**src/rtl/shf_pkg.sv**
```systemverilog
package shf_pkg;

  typedef enum logic {
    SHF_TOWARD_MSB = 1'b0,
    SHF_TOWARD_LSB = 1'b1
  } shf_dir_e;

  typedef enum logic {
    SHF_ZERO_FILL = 1'b0,
    SHF_SIGN_FILL = 1'b1
  } shf_kind_e;

  // Value brought into vacated high positions; left shifts always take zero.
  function automatic logic pick_fill(input shf_dir_e dir,
                                     input shf_kind_e kind,
                                     input logic sign);
    if (dir == SHF_TOWARD_LSB && kind == SHF_SIGN_FILL) return sign;
    return 1'b0;
  endfunction

endpackage

```
**src/rtl/shf_fill_gen.sv**
```systemverilog
module shf_fill_gen
  import shf_pkg::*;
(
  input  logic dir_right_i,
  input  logic arith_i,
  input  logic sign_i,
  output logic fill_o
);
  shf_dir_e  dir;
  shf_kind_e kind;

  assign dir    = shf_dir_e'(dir_right_i);
  assign kind   = shf_kind_e'(arith_i);
  assign fill_o = pick_fill(dir, kind, sign_i);
endmodule

```
**src/rtl/shf_stage.sv**
```systemverilog
module shf_stage #(
  parameter int WIDTH = 32,
  parameter int DIST  = 1
) (
  input  logic [WIDTH-1:0] din_i,
  input  logic             en_i,
  input  logic             right_i,
  input  logic             fill_i,
  output logic [WIDTH-1:0] dout_o
);
  for (genvar i = 0; i < WIDTH; i++) begin : g_bit
    logic from_hi;
    logic from_lo;
    if (i + DIST < WIDTH) begin : g_hi
      assign from_hi = din_i[i+DIST];
    end else begin : g_hi_fill
      assign from_hi = fill_i;
    end
    if (i >= DIST) begin : g_lo
      assign from_lo = din_i[i-DIST];
    end else begin : g_lo_zero
      assign from_lo = 1'b0;
    end
    assign dout_o[i] = en_i ? (right_i ? from_hi : from_lo) : din_i[i];
  end
endmodule

```
**src/rtl/shf_core.sv**
```systemverilog
module shf_core #(
  parameter int WIDTH = 32,
  parameter int AMT_W = $clog2(WIDTH)
) (
  input  logic [WIDTH-1:0] data_i,
  input  logic [AMT_W-1:0] shamt_i,
  input  logic             dir_right_i,
  input  logic             arith_i,
  output logic [WIDTH-1:0] data_o
);
  localparam int STAGES = AMT_W;

  // Named internal points for the checker.
  logic                 fill_bit;
  logic [WIDTH-1:0]     stage_bus [STAGES+1];

  shf_fill_gen u_fill (
    .dir_right_i (dir_right_i),
    .arith_i     (arith_i),
    .sign_i      (data_i[WIDTH-1]),
    .fill_o      (fill_bit)
  );

  assign stage_bus[0] = data_i;

  for (genvar k = 0; k < STAGES; k++) begin : g_stage
    shf_stage #(
      .WIDTH (WIDTH),
      .DIST  (1 << k)
    ) u_stage (
      .din_i   (stage_bus[k]),
      .en_i    (shamt_i[k]),
      .right_i (dir_right_i),
      .fill_i  (fill_bit),
      .dout_o  (stage_bus[k+1])
    );
  end

  assign data_o = stage_bus[STAGES];
endmodule

```
**config.mk**
```make
export PLATFORM = sky130hd
export DESIGN_NAME = shf_core
export DESIGN_NICKNAME = d
export VERILOG_FILES = /design/src/rtl/shf_pkg.sv /design/src/rtl/shf_fill_gen.sv /design/src/rtl/shf_stage.sv /design/src/rtl/shf_core.sv
export SDC_FILE = /design/constraint.sdc
export NUM_CORES = 1
export LEC_CHECK = 0
export ABC_AREA = 1
export BUFFER_PORTS_ARGS = -buffer_cell sky130_fd_sc_hd__buf_2
export CAP_MARGIN = 20
export CORE_UTILIZATION = 44
export DETAILED_ROUTE_END_ITERATION = 12
export PLACE_DENSITY = 0.78
export RECOVER_POWER = 25
export SYNTH_ARGS = -nofsm -noshare
export SYNTH_HDL_FRONTEND = slang
export SYNTH_SLANG_ARGS = --single-unit
```
**constraint.sdc**
```tcl
create_clock -name vclk -period 3.92
set_clock_uncertainty 0.15 [all_clocks]
set_input_delay 1.176 -clock vclk [all_inputs]
set_output_delay 1.176 -clock vclk [all_outputs]
set_load 0.02 [all_outputs]
```
==> results of run 1 <==
[synth_stat cells, types with 6 or more instances]
cell type	instances	area (µm²)
a21oi_1	17	85.08
buf_2	24	120.1
buf_6	9	101.4
clkbuf_1	6	22.52
inv_1	10	37.54
inv_2	6	22.52
nand2_1	295	1107
nand3_1	175	875.8
nand3_2	34	340.3
nand4_1	7	43.79
nor2_1	16	60.06
or2_2	27	168.9
[layer usage]
metal  global-route usage  GRT overflow
met2               0.9248            18
met1               0.7466             0
met5               0.2587             0
met4               0.7712            20
met3               0.6047             0
[cell families after synthesis]
logic type | after synthesis | share of synthesized area
buffers and inverters | 64 | 0.1128
AOI/OAI and AO/OA | 26 | 0.04535
and+or+nand+nor | 562 | 0.8419
[metrics by stage]
step	util	hold slack [ns]	instance area [µm²]	TNS, ns
after floorplan	-	2.490	3173	0
after global placement	0.5570	2.698	3826	-4.026
after detailed placement	0.5570	2.701	3826	-4.744
after CTS	0.7157	2.711	4916	-0.2308
[repair_timing]
item / in CTS
pin swaps: 72
buffers inserted: 3
endpoints found under the setup margin: 32
gates resized for setup: 223
cloned: 5
==> out/results.ini, run 1 <==
[run_status]
status=stopped before the end
stop_stage=global routing
firstError=[ERROR GRT-0232] Routing congestion too high. Check the congestion heatmap in the GUI.

[yosys]
netlist_area_um2=3173
synth-seq-area-share=0
ys_warn_count=0
postSynthAreaPerCell_um2=4.867
yosysUniqueCellTypes=27
netlist_instances=652
synth_nets=691

[floorplanning]
fp.dieH_um=86.92
die_w_um=86.92
initial_utilization=0.4619
pin_count=71
row_count=30

[placed_design]
gp_congestion=1.000
io_buffers=71
dp.cells=824
dp_hpwl_mm=8.949
place_ws_ns=-0.2337

[timing]
worstEndpointType=top-level output
crit_endpoint=data_o[21]

[global_route]
gr-total-overflow=38
grt.total_usage=0.7557
grt_start_max_net_pins=31

[clock_tree]
cts_hold_buf=0

==> run 2, diff against run 1 <==
--- a/config.mk
+++ b/config.mk
@@ -8,9 +8,9 @@
 export ABC_AREA = 1
 export BUFFER_PORTS_ARGS = -buffer_cell sky130_fd_sc_hd__buf_2
 export CAP_MARGIN = 20
-export CORE_UTILIZATION = 44
+export CORE_UTILIZATION = 29
 export DETAILED_ROUTE_END_ITERATION = 12
-export PLACE_DENSITY = 0.78
+export PLACE_DENSITY_LB_ADDON = 0.15
 export RECOVER_POWER = 25
 export SYNTH_ARGS = -nofsm -noshare
 export SYNTH_HDL_FRONTEND = slang
==> out/results.ini, run 2 <==
[cells_and_area]
design.seq.count=0
diodes=0
final_common_cell=nand2_1
finalCoreUtilization=0.6318
nFillCells=876
synthToLayoutAreaGrowth_pct=108.3
fin_nets=806
final.clkbuf_count=0
layout_common_cells=nand2_1 (191), nand3_2 (103), nand2_2 (91)
drive_gt1_frac=0.6732
finalNonFillerCells=901
register_area_um2=0

[drt]
drt_iter0_drc=379
via_per_inst=5.818
vias=5242
drc=0
ant_nets=0
firstDrtPassIters=5
routedWlPerCell_um=19.00
wl_mm=17.12

[timing]
hold_slack_ns=2.586
rsz0062_at_grt=true
min_period_over_period=1.026
setup_viol=31
finalWorstSetupSlack_ns=-0.1025
final_hold_viol_count=0
max_slew_margin=0.6314
worstMarginPinSlew_ns=0.5523
slew_violations=0
max_freq_ghz=0.2486
fin_crit_ns=4.022

[yosys]
synth-seq-area-share=0  ; unchanged
postSynthAreaPerCell_um2=4.867  ; unchanged
synth.top_cell.area_share=0.3490  ; unchanged
netlist_area_um2=3173  ; unchanged
synth_area_leaders=nand2_1 (35%), nand3_1 (28%), nand3_2 (11%)
ys_warn_count=0  ; unchanged
synth_nets=691  ; unchanged
yosysUniqueCellTypes=27  ; unchanged
yosysMostFrequentCell=nand2_1
synth_top_area_cell=nand2_1
synth_commonest_cells=nand2_1 (295), nand3_1 (175), nand3_2 (34), or2_2 (27), buf_2 (24)
netlist_instances=652  ; unchanged

[floorplanning]
die_w_um=106.6  ; +23%
pin_count=71  ; unchanged
core_um2=10460
initial_utilization=0.3033  ; -0.1587
die-area_um2=11360
row_count=37  ; +23%
fp.dieH_um=106.6  ; +23%

[power_and_ir_drop]
p_per_area_nw_per_um2=154.1
power_w=0.001019
irDropWorstVdd_mv=0.07211
combPwrFrac=1.000
p_leak_nw=3.115
p_seq_frac=0
p_int_w=0.0004198
p_switching_w=0.0005990
swShare=0.5880
clkPwrFrac=0

[setup_path]
path_class=in2out
path_delay_family=simple AND/OR/NAND/NOR gates
path_max_fanout=5
worst-path-stages=12
cp-startpoint=shamt_i[0]
crit_buf_inv=3
end_kind=primary output
cp.arrival_ns=2.70
cpMostUsedCell=nand3_4
endpoint=data_o[19]
cpMaxStageDelayCell=or2_4
crit_chain=clkbuf_16, buf_16, or2_4, nand3_4, nand3_4, nand2_2, nand3_4, nand2_2, nand3_2, nor2_1, a21oi_1, buf_4
worst-endpoint-required_ns=2.59
critPathMaxStageDelay_ns=0.28
cp-start-kind=primary input

[placed_design]
io_buffers=71  ; unchanged
dp.cells=866  ; +5.1%
place_ws_ns=-0.3073  ; -0.07365 ns
gp_congestion=0.9005  ; -10%
dp_hpwl_mm=9.744  ; +8.9%

[global_route]
grt.total_usage=0.2725
antenna_found_initial=0
grt_start_max_net_pins=28
grt_pass1_wl_mm=25.21
grt_pass1_vias=5002
gr-total-overflow=0

[run_status]
status=complete, but fails checks
violations=negative setup slack

[job]
drv_cap=0

[hold_path]
holdCritPathClass=in2out

==> run 2: routing by layer <==
metal	wire, µm	share of wire	vias up	GRT usage
met3	967	0.056	81	0.02128
li1	-	-	2398	-
met1	6645	0.39	2533	0.3330
met2	8821	0.52	230	0.5005
met4	683	0.040	0	0.08708
met5	0	0	-	0
==> run 2: worst min path at each step <==
stage | start | endpoint | cells past startpoint | slack, ns
after global placement | shamt_i[4] | data_o[1] | 3 | 2.59
final | shamt_i[4] | data_o[1] | 3 | 2.59
after floorplan | data_i[31] | data_o[17] | 4 | 2.49
after global routing | shamt_i[4] | data_o[1] | 3 | 2.61
after CTS | shamt_i[4] | data_o[1] | 3 | 2.59
after detailed placement | shamt_i[4] | data_o[1] | 3 | 2.59
==> run 2: per-stage QoR <==
step / setup TNS [ns] / cell area (µm²)
after global placement: -6.708 / 3904
after detailed placement: -7.408 / 3904
after CTS: -0.8618 / 5578
after floorplan: 0 / 3173
after global routing: -3.714 / 6610
final: -1.699 / 6610
==> run 2: what timing repair did <==
item / in CTS / in global routing
setup buffers: 16 / 6
pin swaps: 78 / 111
gates resized for setup: 291 / 210
endpoints found under the setup margin: 32 / 32
cloned: 10 / 4
hold buffers: 0 / 0
==> run 2: power groups by stage <==
stage / clock network, W / registers, W / logic [W]
after floorplan: 0 / 0 / 0.000407
after global placement: 0 / 0 / 0.000602
after detailed placement: 0 / 0 / 0.000606
after CTS: 0 / 0 / 0.000829
after global routing: 0 / 0 / 0.00108
final: 0 / 0 / 0.00102
==> run 2: logic make-up (layout without fill, tap and decap cells) <==
kind of cell	Yosys count	after routing	share of synthesized area
AO/OA/AOI/OAI	26	26	0.04535
buffers and inverters	64	177	0.1128
AND/OR/NAND/NOR	562	562	0.8419
==> run 2: layout make-up <==
class	instances	area [µm²]	share of cell area
multi-input combinational	588	4715	0.7132
timing repair buffer	158	1640	0.2482
tap	136	170.2	0.02574
inverter	19	85.08	0.01287
Power figures use the tool's default switching activity.
